**config.mk**
```make
export PLATFORM = sky130hd
export DESIGN_NAME = dma_irq_status
export DESIGN_NICKNAME = d
export VERILOG_FILES = /design/src/rtl/dma_irq_pkg.sv /design/src/rtl/dma_irq_edge.sv /design/src/rtl/dma_irq_flag.sv /design/src/rtl/dma_irq_status.sv
export SDC_FILE = /design/constraint.sdc
export NUM_CORES = 1
export LEC_CHECK = 0
export ABC_AREA = 0
export BUFFER_PORTS_ARGS = -buffer_cell sky130_fd_sc_hd__buf_4
export CAP_MARGIN = 15
export CORE_UTILIZATION = 27
export CTS_BUF_LIST = sky130_fd_sc_hd__clkbuf_2 sky130_fd_sc_hd__clkbuf_4 sky130_fd_sc_hd__clkbuf_8
export DETAILED_ROUTE_END_ITERATION = 6
export GPL_TIMING_DRIVEN = 1
export HOLD_SLACK_MARGIN = 0.05
export PLACE_DENSITY_LB_ADDON = 0.08
export SLEW_MARGIN = 20
export SYNTH_ARGS = -nofsm -noshare
export SYNTH_HDL_FRONTEND = slang
export SYNTH_SLANG_ARGS = --single-unit
```
**constraint.sdc**
```tcl
create_clock -name clk -period 1.1 [get_ports clk]
set_clock_uncertainty 0.15 [all_clocks]
set_input_delay 0.22 -clock clk [delete_from_list [all_inputs] [get_ports clk]]
set_output_delay 0.22 -clock clk [all_outputs]
set_load 0.01 [all_outputs]
```
**src/rtl/dma_irq_pkg.sv**
```systemverilog
package dma_irq_pkg;

    localparam int NFLAG  = 4;
    localparam int STAT_W = 32;
    localparam int IRQ_BIT = 31;

    // Flag index order, shared by the flag array and the enable input.
    localparam int F_ABORT     = 0;
    localparam int F_DONE      = 1;
    localparam int F_WRAP_END  = 2;
    localparam int F_WRAP_HALF = 3;

    // Status-word bit position of each flag.
    function automatic int flag_bit(input int idx);
        case (idx)
            F_ABORT:     return 0;
            F_DONE:      return 1;
            F_WRAP_END:  return 8;
            default:     return 10;
        endcase
    endfunction

    typedef struct packed {
        logic seen;
    } edge_st_t;

    typedef struct packed {
        logic halt;
    } ctl_st_t;

endpackage

```
**src/rtl/dma_irq_edge.sv**
```systemverilog
// Turns a level condition into a one-cycle rise pulse. The history bit
// resets to one, so a condition already true at reset release is ignored.
module dma_irq_edge (
    input  logic clk,
    input  logic rst_n,
    input  logic cond,
    output logic rise
);
    import dma_irq_pkg::*;

    edge_st_t st_d, st_q;

    always_comb begin
        st_d      = st_q;
        st_d.seen = cond;
        rise      = cond & ~st_q.seen;
    end

    always_ff @(posedge clk or negedge rst_n) begin
        if (!rst_n) st_q <= '{seen: 1'b1};
        else        st_q <= st_d;
    end
endmodule

```
**src/rtl/dma_irq_flag.sv**
```systemverilog
// Sticky write-one-to-clear flag; a set in the same cycle beats the clear.
module dma_irq_flag (
    input  logic clk,
    input  logic rst_n,
    input  logic set,
    input  logic clr,
    output logic q
);
    logic q_d, q_q;

    always_comb begin
        q_d = set | (q_q & ~clr);
    end

    always_ff @(posedge clk or negedge rst_n) begin
        if (!rst_n) q_q <= 1'b0;
        else        q_q <= q_d;
    end

    assign q = q_q;
endmodule

```
**src/rtl/dma_irq_status.sv**
```systemverilog
module dma_irq_status #(
    parameter int CNT_W = 16
) (
    input  logic                              clk,
    input  logic                              rst_n,
    input  logic [CNT_W-1:0]                  xfer_total,
    input  logic [CNT_W-1:0]                  xfer_remain,
    input  logic                              blk_done,
    input  logic                              bus_err,
    input  logic                              chan_rst,
    input  logic [dma_irq_pkg::NFLAG-1:0]     flag_en,
    input  logic                              wr_en,
    input  logic [dma_irq_pkg::STAT_W-1:0]    wr_data,
    output logic [dma_irq_pkg::STAT_W-1:0]    rd_data,
    output logic                              irq,
    output logic                              halt_req
);
    import dma_irq_pkg::*;

    localparam int NWRAP = 2;

    logic [NFLAG-1:0] flag_set;
    logic [NFLAG-1:0] flag_clr;
    logic [NFLAG-1:0] flags;
    logic [NWRAP-1:0] wrap_cond;
    logic [NWRAP-1:0] wrap_rise;
    logic [CNT_W-1:0] half_mark;

    // Wraparound comparisons: index 0 -> count reached zero, 1 -> halfway.
    assign half_mark    = xfer_total >> 1;
    assign wrap_cond[0] = (xfer_remain == '0);
    assign wrap_cond[1] = (xfer_remain == half_mark);

    for (genvar w = 0; w < NWRAP; w++) begin : g_wrap
        dma_irq_edge u_edge (
            .clk  (clk),
            .rst_n(rst_n),
            .cond (wrap_cond[w]),
            .rise (wrap_rise[w])
        );
    end

    always_comb begin
        flag_set              = '0;
        flag_set[F_ABORT]     = bus_err;
        flag_set[F_DONE]      = blk_done;
        flag_set[F_WRAP_END]  = wrap_rise[0];
        flag_set[F_WRAP_HALF] = wrap_rise[1];
    end

    for (genvar i = 0; i < NFLAG; i++) begin : g_flag
        localparam int BP = flag_bit(i);
        assign flag_clr[i] = wr_en & wr_data[BP];
        dma_irq_flag u_flag (
            .clk  (clk),
            .rst_n(rst_n),
            .set  (flag_set[i]),
            .clr  (flag_clr[i]),
            .q    (flags[i])
        );
    end

    // Halt control toward the transfer engine.
    ctl_st_t st_d, st_q;

    always_comb begin
        st_d = st_q;
        if (bus_err)       st_d.halt = 1'b1;
        else if (chan_rst) st_d.halt = 1'b0;
    end

    always_ff @(posedge clk or negedge rst_n) begin
        if (!rst_n) st_q <= '{halt: 1'b0};
        else        st_q <= st_d;
    end

    assign halt_req = st_q.halt;
    assign irq      = |(flags & flag_en);

    always_comb begin
        rd_data = '0;
        for (int i = 0; i < NFLAG; i++) begin
            rd_data[flag_bit(i)] = flags[i];
        end
        rd_data[IRQ_BIT] = irq;
    end

    // Only flag bit positions of the write word are decoded.
    logic unused_wr;
    assign unused_wr = ^wr_data;
endmodule

```
* After elaboration in Yosys (flattened, before gate mapping)
Index checks and enable logic that the tools add are counted.
** Word-level totals
- Register bits after elaboration :: 7
- Bits of input ports :: 74
- Output and inout bits :: 34
- Word-level logic and storage cells :: 34
** Cells by class
- Eq/ne operators :: 1
- Muxes and demuxes :: 2
- Bitwise logic cells :: 21
- Reductions and logical operators :: 3
** Operators by type and width (count)
- equality test 16 x 15 -> 1 bit :: 1
- zero test 16 bit :: 1
- AND 1 bit :: 10
- inverter 1 bit :: 6
- AND 4 bit :: 1
- bitwise OR 1 bit :: 4
- OR reduction 4 bit :: 1
- 2-to-1 mux 1 bit :: 2
- nonzero test 2 bit :: 1

* Depth between registers and ports, before layout
Gate-level depths: netlist of run 1.
- Depth after elaboration :: 4
- Mapped depth :: 4
- Gate-level depth less buffers :: 4

* Cells and area by module
A second synthesis of run 1 with hierarchy kept.
** Unflattened totals
- Cells, all modules :: 80
- Area total of the unflattened synthesis :: 723.2 um2
** Modules (own cells, without submodules)
- dma_irq_status :: instances 1, cells an instance 64, area an instance 498.0 um2, sequential area each 25.0 um2
- dma_irq_flag :: instances 4, cells an instance 3, area an instance 36.3 um2, sequential area each 25.0 um2
- dma_irq_edge :: instances 2, cells an instance 2, area an instance 40.0 um2, sequential area each 26.3 um2

* Least setup slack after synthesis of run 1
No wires, ideal clock.
- Path type :: input to register
- Start :: in xfer_total[13]
- End :: reg g_flag[3].u_flag.q_q
- Library setup time :: 0.065 ns
- Arrival :: 1.199 ns
- Data required time :: 0.885 ns
- Slack :: -0.314 ns
- Cell stages on the path :: 4
- Buffers on the path :: 0
- Cells stage by stage :: xor2_1 or4_1 nor4_2 a22o_1
** Between the ends
- Longest elaborated chain between the ends :: 3
** Ends and longest elaborated chain
- from (decl) :: line dma_irq_status.sv:6 : input logic [CNT_W-1:0] xfer_total,
- equality test 16 x 15 -> 1 bit :: line dma_irq_status.sv:32 : assign wrap_cond[1] = (xfer_remain == half_mark);
- net g_wrap[1].u_edge.cond :: line dma_irq_edge.sv:6 : input logic cond,
- AND 1 bit :: line dma_irq_edge.sv:16 : rise = cond & ~st_q.seen;
- bitwise OR 1 bit :: line dma_irq_flag.sv:12 : q_d = set | (q_q & ~clr);
- net g_flag[3].u_flag.q_d :: line dma_irq_flag.sv:9 : logic q_d, q_q;
- to (signal assigned) :: line dma_irq_flag.sv:17 : else q_q <= q_d;
- to (decl) :: line dma_irq_flag.sv:9
The timed path passes the listed nets, and every way through them passes these cells.
A chain may end at the register's enable or synchronous reset.

* Worst setup path in the final report of run 1
- Start :: reg g_flag[2].u_flag.q_q
- End :: out rd_data[31] in the netlist's numbering
** Between the ends
- Longest elaborated chain between the ends :: 2
** Ends and longest elaborated chain
- from (decl) :: line dma_irq_flag.sv:9
- from (signal assigned) :: line dma_irq_flag.sv:17
- AND 4 bit :: line dma_irq_status.sv:78 : assign irq = |(flags & flag_en);
- OR reduction 4 bit :: line dma_irq_status.sv:78
- to (decl) :: line dma_irq_status.sv:14 : output logic [dma_irq_pkg::STAT_W-1:0] rd_data,
Every way passes these cells.

==> results by group, run 1 <==
Status
  – Status: finished, violations left
  – Failing checks: negative setup slack

Critical path
  – Max stage delay on crit path: just under 0.4 ns
  – Worst EP arrival: 1.04 ns
  – Crit start category: register
  – CP max stage cell: dfrtp_1
  – WP data required: 0.73 ns
  – Sequence of cells on the critical path: a22oi_1 > nand2_1 > buf_4
  – Crit end category: output port
  – Worst-path maximum fanout: 2
  – Crit path kind: register to output port

Hold path
  – Hold Path Class: input port to register

Synthesis
  – Post-Syn Instances: 80
  – Sequential-to-total area share from yosys stat: 24.8%
  – Area of the mapped netlist: ~720 sq um
  – Yosys warns: 0
  – Post-synth cell types: 17
  – Post-Syn Area per Cell: 8.96 sq um
  – Synth Register Bits: 7

STA
  – Final hold viol count: 0
  – Period utilisation layout: 128%
  – RSZ-0062 raised after global routing: yes
  – Min Hold Slack: 0.0747 ns
  – Max-slew violation count: 0
  – Final min period: approximately 1.4 ns
  – Max Clk Rate: 0.708 GHz
  – Final setup violation count: 9
  – Final setup TNS: -1.52 ns
  – Final Worst Setup Slack: -0.313 ns

Drt
  – Number of detailed-routing iterations run before antenna repair: 4
  – Wire per inst: approximately 9.1 microns
  – ANT nets after route: 0
  – Via total after detailed routing: 666
  – Starting DRT DRC Count: 5
  – Post-route DRC: 0
  – Drt total wl: 1.57 mm
  – Vias per cell: 3.87

Layout
  – Filler cell count: 253
  – Synthesis-to-finish area growth: 66.7%
  – Final core utilization: 47.8%
  – # diodes: 0
  – Non-filler cells, final: 172
  – Share of post-route cells with drive strength above 1: 50.7%
  – Layout Nets: between 200 and 250
  – Post-route cell area: around 1200 sq um

Global routing
  – Antenna violations before repair: 0
  – Vias in the first global route: 613
  – Total Routing Usage GR: 11.8%
  – GR Overflow Total: 0
  – Largest net degree at the start of global routing: 8
  – First-pass GRT wire length: around 2.4 mm

Pwr
  – Power Total: ~860 uW
  – Power per cell area: 721 nW/um^2
  – Leak pwr: 0.611 nW
  – Peak supply drop: 0.000362 V

Floorplanning
  – Rows: 18
  – Starting Density: 28.7%
  – Chip width: about 54 microns
  – Die Y: roughly 54 microns
  – Core box area: 2500 sq um
  – Die area: 2870 sq um
  – I/O pin cnt: 108

Placed design
  – Post-DP HPWL: 1.38 mm
  – IO Port Bufs: about 50
  – Setup WS pre-CTS: -0.537 ns
  – Routability cong.: a little over 0.6
  – Dpl cells: 161
  – Placed inst area: 1040 sq um

Clock tree
  – Clock root cell: clkbuf_4
  – TritonCTS clock tree: built
  – Clock slew at reported path FFs: 0.05 ns
  – # clock sinks: 7
  – CTS H-Tree Depth: 1
  – CTS Buf Count: 3
  – Clock latency on the worst-skew pair: between 0.2 and 0.25 ns
  – CTS Buffer Depth: 2

Flow run
  – # Max-Cap Violations: 0
==> critical path, delay by kind of cell, from the launching register on <==
kind | cells | cell delay (ns)
flops | 1 | 0.39
compound gates | 1 | 0.17
buf+inv | 1 | 0.15
simple gates | 1 | 0.09
==> what timing repair did <==
item                                   CTS  global route
endpoints found under the hold margin   10             0
hold buffers                             3             0
resized for setup                       12             5
setup endpoints to repair                9            10
setup buffers                            2             4
==> metal layers <==
| layer | up-vias | track usage, % | routed length (microns) |
|---|---|---|---|
| li1 | 334 | - | - |
| met1 | 277 | 11.4 | 537 |
| met2 | 53 | 22.9 | 824 |
| met3 | 2 | 2.26 | 198 |
| met4 | 0 | 6.58 | 8 |
| met5 | - | 0 | 0 |
==> report_power, final <==
group | switching (mW) | internal (mW)
clock | 0.0900 | 0.163
combinational | 0.140 | 0.198
sequential | 0.00570 | 0.266
total | 0.235 | 0.626
==> cell usage in the layout, fill, tap and decap left out, drive strengths merged <==
cell         instances
buf                 61
conb                27
xnor2               12
nand2                5
dfrtp                5
nor4                 5
clkbuf               4
xor2                 3
a21o                 3
inv                  3
dlygate4sd3          3
nand4                3
a22o                 2
dfstp                2
a22oi                2
or4                  1
and4                 1
==> synth_stat cells <==
cell type | instances | area, sq um
a22oi_1 | 2 | 15.0
or4_1 | 1 | 7.51
nand4_1 | 2 | 12.5
a22o_1 | 2 | 17.5
conb_1 | 1 | 3.75
nor4_2 | 1 | 12.5
nor4_1 | 4 | 25.0
nand2_1 | 5 | 18.8
buf_4 | 32 | 240
xor2_1 | 3 | 26.3
dfstp_2 | 2 | 52.6
nand4_2 | 1 | 12.5
xnor2_1 | 12 | 105
inv_1 | 3 | 11.3
and4_1 | 1 | 8.76
dfrtp_1 | 5 | 125
a21o_1 | 3 | 22.5
==> final timing paths <==
kind	from	slack (ns)	cells past startpoint	endpoint
max	g_flag[2].u_flag.q	-0.31	3	rd_data[31]
min	xfer_remain[15]	0.07	3	g_wrap[1].u_edge.st_q
max reg2reg	g_flag[2].u_flag.q	0.02	3	g_flag[2].u_flag.q
min reg2reg	halt_req	0.39	1	halt_req
max in group asynchronous	rst_n	0.41	2	g_wrap[0].u_edge.st_q
min in group asynchronous	rst_n	0.19	2	g_flag[0].u_flag.q
==> kinds of logic (layout without fill, tap and decap cells) <==
family / Yosys count / count (layout) / synth area share, %
buffers and inverters: 35 / 71 / 35.1
xor gates and xnor gates: 15 / 15 / 18.3
and+or+nand+nor: 15 / 15 / 13.6
AOI/OAI and AO/OA: 7 / 7 / 7.68
DFF: 7 / 7 / 24.8
other: 1 / 27 / 0.523
==> registers in the layout, indices dropped and copies added (netlist names) <==
signal              count
g_flag.u_flag.q         4
halt_req                1
g_wrap.u_edge.st_q      2
==> area by class of cell <==
cell class	count	area, sq um	share of cell area [%]
sequential	7	178	14.9
multi-input combinational	64	409	34.2
clock buffer	4	30.0	2.51
timing repair buffer	64	529	44.3
inverter	3	11.3	0.942
tap	30	37.5	3.14
No activity file was read; power rests on OpenSTA's default activity.
==> run 2: changes to the inputs <==
CORE_UTILIZATION = 23   (was 27)
==> results by group, run 2 (synthesis results as in run 1) <==
Floorplanning
  – I/O pin cnt: 108 (unchanged)
  – Chip width: 57.8 microns (+8.0%)
  – Die Y: 57.8 microns (+8.0%)
  – Die area: 3340 sq um (+17%)
  – Core box area: 2850 sq um (+14%)
  – Starting Density: 25.1% (-3.5 points)
  – Rows: 19 (+1)

Placed design
  – IO Port Bufs: 51 (unchanged)
  – Dpl cells: 161 (unchanged)
  – Post-DP HPWL: 1.39 mm (+0.77%)
  – Placed inst area: 1030 sq um (-0.60%)
  – Routability cong.: 0.623 (+1.7%)

STA
  – Final min period: 1.41 ns (-0.00533 ns)
  – Max-slew violation count: 0 (unchanged)
  – Period utilisation layout: 128% (-0.48 points)
  – RSZ-0062 raised after global routing: yes
  – Final Worst Setup Slack: -0.308 ns (+0.00533 ns)
  – Max Clk Rate: 0.710 GHz (+0.38%)
  – Final hold viol count: 0 (unchanged)
  – Final setup TNS: -1.60 ns (-0.0818 ns)
  – Final setup violation count: 9 (unchanged)

Global routing
  – Largest net degree at the start of global routing: 8 (unchanged)
  – Total Routing Usage GR: 9.38% (-2.4 points)
  – Antenna violations before repair: 0 (unchanged)
  – Vias in the first global route: 597 (-2.6%)
  – First-pass GRT wire length: 2.33 mm (-4.0%)
  – GR Overflow Total: 0 (unchanged)

Clock tree
  – CTS Buf Count: 3 (unchanged)
  – TritonCTS clock tree: built
  – Clock latency on the worst-skew pair: 0.25 ns (about the same)
  – Clock root cell: clkbuf_4
  – Clock slew at reported path FFs: 0.05 ns (about the same)
  – # clock sinks: 7 (unchanged)
  – CTS H-Tree Depth: 1 (unchanged)
  – CTS Buffer Depth: 2 (unchanged)

Critical path
  – R2R cell count: 3 (unchanged)
  – Sequence of cells on the critical path: a22oi_2 > nand2_1 > buf_4
  – Max stage delay on crit path: 0.38 ns (about the same)
  – Worst EP arrival: 1.04 ns (about the same)
  – Crit start category: register
  – Worst-path maximum fanout: 2 (unchanged)
  – Crit path kind: register to output port
  – CP max stage cell: dfrtp_1
  – WP buf/inv: 1 (unchanged)
  – WP data required: 0.73 ns (about the same)
  – Crit end category: output port
  – Cell count along the critical path: 3 (unchanged)
  – Largest delay share family, worst path: flip-flops

Hold path
  – Hold Path Class: input port to register
  – Hold path depth: 3 (unchanged)

Drt
  – Number of detailed-routing iterations run before antenna repair: 6 (+2)
  – Via total after detailed routing: 669 (+0.45%)
  – Wire per inst: 9.22 microns (+1.1%)
  – Post-route DRC: 6 (+6)
  – Starting DRT DRC Count: 13 (+8)
  – Drt total wl: 1.59 mm (+1.1%)
  – ANT nets after route: 0 (unchanged)
  – Vias per cell: 3.89 (+0.45%)

Flow run
  – # Max-Cap Violations: 0 (unchanged)

Pwr
  – Peak supply drop: 0.000284 V (-21%)
  – Power Total: 863 uW (+0.19%)
  – Power per cell area: 732 nW/um^2 (+1.5%)
  – Leak pwr: 0.604 nW (-1.3%)

Status
  – Failing checks: design-rule violations, negative setup slack
  – Status: finished, violations left

Layout
  – Non-filler cells, final: 172 (unchanged)
  – Commonest non-fill, non-tap cell in the layout: buf_4
  – Most frequent cells in the layout: buf_4 (51), conb_1 (27), xnor2_1 (12), buf_6 (9)
  – # diodes: 0 (unchanged)
  – Flip-flop count of the largest register after layout: 4 (unchanged)
  – Filler cell count: 283 (+12%)
  – Post-route cell area: 1180 sq um (-1.3%)
  – Layout Nets: 216 (-0.46%)
  – Synthesis-to-finish area growth: 64.6%
  – Share of post-route cells with drive strength above 1: 50.4% (-0.35 points)
-- run 2: changes by cell type in the layout (fill, tap and decap cells not counted) --
| cell | previous run | this run |
|---|---|---|
| a22oi_1 | 1 | 0 |
| buf_4 | 50 | 51 |
| nor4_1 | 3 | 4 |
| nor4_2 | 1 | 0 |
| buf_6 | 11 | 9 |
| a22oi_2 | 1 | 2 |
-- run 2: worst paths after layout --
check	from	to	slack (ns)
setup / recovery	g_flag[1].u_flag.q	irq	-0.31
hold / removal	xfer_remain[15]	g_wrap[1].u_edge.st_q	0.07
max in group asynchronous	rst_n	g_wrap[1].u_edge.st_q	0.43
hold reg to reg	g_wrap[0].u_edge.st_q	g_flag[2].u_flag.q	0.39
setup reg to reg	g_flag[3].u_flag.q	g_flag[3].u_flag.q	0.01
min in group asynchronous	rst_n	g_flag[2].u_flag.q	0.17
-- run 2: area by class of cell --
type | instances | area [sq um] | share of cell area, %
clock buffers | 4 | 30.0 | 2.55
inverters | 3 | 11.3 | 0.954
multi-input cells | 64 | 408 | 34.6
flip-flops and latches | 7 | 178 | 15.1
well taps | 31 | 38.8 | 3.29
repair buffers | 63 | 514 | 43.6
-- run 2: repair_timing --
item,CTS,global route
setup endpoints to repair,9,9
pin swaps,2,0
gates cloned,0,0
setup buffers,2,3
hold buffers,3,0
gates resized for setup,9,4
hold endpoints to repair,10,0
-- run 2: report_power, final --
part	internal, mW	switching, mW
Clock	0.163	0.0936
Combinational	0.197	0.139
Sequential	0.266	0.00557
-- run 2: tightest hold or removal path, cell delays in order --
cell and delay [ns]:
buf_4 0.08, or4_4 0.12, nor4_4 0.04
-- run 2: per-layer routing --
metal / track usage (%) / wire, microns / vias up
met1: 10.0 / 572 / 277
met3: 2.46 / 231 / 4
met5: 0 / 0 / -
li1: - / - / 331
met2: 15.8 / 742 / 57
met4: 7.14 / 40 / 0
-- run 2: metrics by stage --
stage	utilization [%]	hold WS [ns]	setup slack (ns)
floorplan	-	-0.226	-0.314
global placement	36.2	-0.111	-0.501
detailed placement	36.2	-0.110	-0.560
CTS	40.3	0.0653	-0.321
global route	41.4	0.0700	-0.357
finish	41.4	0.0683	-0.308
==> run 3: changes to the inputs <==
clock period = 1.5 ns   (was 1.1 ns; I/O delays follow)
==> results by group, run 3 (synthesis results as in run 1) <==
Clock tree
  – Clock slew at reported path FFs: 0.07 ns (+0.02 ns)
  – # clock sinks: 7 (unchanged)
  – CTS H-Tree Depth: 1 (unchanged)
  – Clock root cell: clkbuf_4
  – TritonCTS clock tree: built
  – CTS Buffer Depth: 2 (unchanged)
  – CTS Buf Count: 3 (unchanged)
  – Clock latency on the worst-skew pair: 0.26 ns (about the same)

Layout
  – Synthesis-to-finish area growth: 54.8%
  – Flip-flop count of the largest register after layout: 4 (unchanged)
  – Share of post-route cells with drive strength above 1: 49.3% (-1.1 points)
  – Post-route cell area: 1110 sq um (-5.9%)
  – Most frequent cells in the layout: buf_4 (54), conb_1 (27), xnor2_1 (12), dfrtp_1 (5)
  – Non-filler cells, final: 167 (-2.9%)
  – Layout Nets: 211 (-2.3%)
  – Commonest non-fill, non-tap cell in the layout: buf_4
  – # diodes: 0 (unchanged)
  – Final core utilization: 38.9% (-2.5 points)

Flow run
  – # Max-Cap Violations: 0 (unchanged)

Critical path
  – Crit path kind: register to output port
  – R2R cell count: 2 (-1)
  – Worst EP arrival: 1.07 ns (+0.03 ns)
  – Crit end category: output port
  – WP data required: 1.05 ns (+0.32 ns)
  – Worst-path maximum fanout: 2 (unchanged)
  – Crit start category: register

Pwr
  – Power Total: 616 uW (-29%)
  – Peak supply drop: 0.000126 V (-56%)
  – Leak pwr: 0.570 nW (-5.5%)
  – Power per cell area: 555 nW/um^2 (-24%)

Drt
  – Starting DRT DRC Count: 18 (+5)
  – Vias per cell: 3.84 (-1.2%)
  – Post-route DRC: 6 (unchanged)
  – Drt total wl: 1.61 mm (+1.8%)
  – Number of detailed-routing iterations run before antenna repair: 6 (unchanged)
  – Via total after detailed routing: 642 (-4.0%)
  – ANT nets after route: 0 (unchanged)
  – Wire per inst: 9.66 microns (+4.8%)

Floorplanning
  – Die area: 3340 sq um (unchanged)
  – I/O pin cnt: 108 (unchanged)
  – Starting Density: 25.1% (unchanged)
  – Chip width: 57.8 microns (unchanged)
  – Die Y: 57.8 microns (unchanged)
  – Rows: 19 (unchanged)
  – Core box area: 2850 sq um (unchanged)

Placed design
  – Post-DP HPWL: 1.38 mm (-1.0%)
  – Placed inst area: 1000 sq um (-2.9%)
  – Dpl cells: 157 (-2.5%)
  – Routability cong.: 0.642 (+3.0%)
  – IO Port Bufs: 51 (unchanged)

STA
  – Max Clk Rate: ~0.66 GHz
  – Final min period: 1.52 ns
  – Max-slew violation count: 0 (unchanged)
  – RSZ-0062 raised after global routing: yes
  – Period utilisation layout: 101%
  – Final setup violation count: 2 (-7)
  – Final Worst Setup Slack: -0.0156 ns (+0.292 ns)
  – Final hold viol count: 0 (unchanged)

Status
  – Failing checks: design-rule violations, negative setup slack
  – Status: finished, violations left

Global routing
  – GR Overflow Total: 0 (unchanged)
  – First-pass GRT wire length: 2.35 mm (+1.2%)
  – Largest net degree at the start of global routing: 8 (unchanged)
  – Vias in the first global route: 606 (+1.5%)
  – Total Routing Usage GR: 9.10% (-0.28 points)
  – Antenna violations before repair: 0 (unchanged)

Hold path
  – Hold Path Class: input port to register
  – Hold path depth: 2 (-1)
-- run 3: cell types whose count changed in the layout (fill, tap and decap cells not counted) --
cell,before,now
clkinv_2,0,1
clkbuf_4,4,3
buf_6,9,2
or4_1,0,1
or4_4,1,0
buf_4,51,54
dlygate4sd3_1,3,2
nand2_2,0,1
nand2_1,5,4
-- run 3: area by class of cell --
class                      count  area (sq um)
clock buffer                   3          22.5
clock inverter                 1          5.00
fill                         304          1740
inverter                       3          11.3
multi-input combinational     64           407
sequential                     7           178
tap                           31          38.8
timing repair buffer          58           448
-- run 3: critical path, cell delays in order (launching register included) --
cell     delay [ns]
dfrtp_1        0.39
a22oi_2        0.19
nand2_2        0.09
buf_6          0.13
-- run 3: final timing paths --
path                                       start                    end  slack (ns)
min                                      bus_err               halt_req        0.08
max reg2reg                g_wrap[0].u_edge.st_q     g_flag[2].u_flag.q        0.51
min in group asynchronous                  rst_n     g_flag[1].u_flag.q        0.23
max in group asynchronous                  rst_n  g_wrap[1].u_edge.st_q        0.75
max                           g_flag[1].u_flag.q            rd_data[31]       -0.02
min reg2reg                             halt_req               halt_req        0.34
-- run 3: per-layer routing --
metal	vias to the layer above	track usage (%)	part of all wire, %
met1	267	9.32	34
met3	0	4.02	14
met2	56	16.9	51
li1	319	-	-
met5	-	0	0
met4	0	2.04	0
-- run 3: metrics by stage --
step	hold slack, ns	setup TNS (ns)	worst slack (ns)
after floorplan	-0.146	0	0.00552
after global placement	-0.0288	-0.345	-0.242
after detailed placement	-0.0284	-0.348	-0.246
after CTS	0.0727	-0.131	-0.0674
after global routing	0.0874	-0.124	-0.0618
final	0.0812	-0.0305	-0.0156
-- run 3: what timing repair did --
item                                    CTS  global route
buffers inserted                          1             3
pin swaps                                 1             3
hold buffers                              2             0
endpoints found under the hold margin     8             0
gates resized for setup                   0             6
endpoints found under the setup margin    2             3
gates cloned                              0             0
-- run 3: power breakdown --
part	switching, mW	leakage [nW]	internal (mW)
logic	0.100	0.473	0.132
clock network	0.0870	0.0177	0.0982
registers	0.00358	0.0794	0.195
total	0.191	0.570	0.425
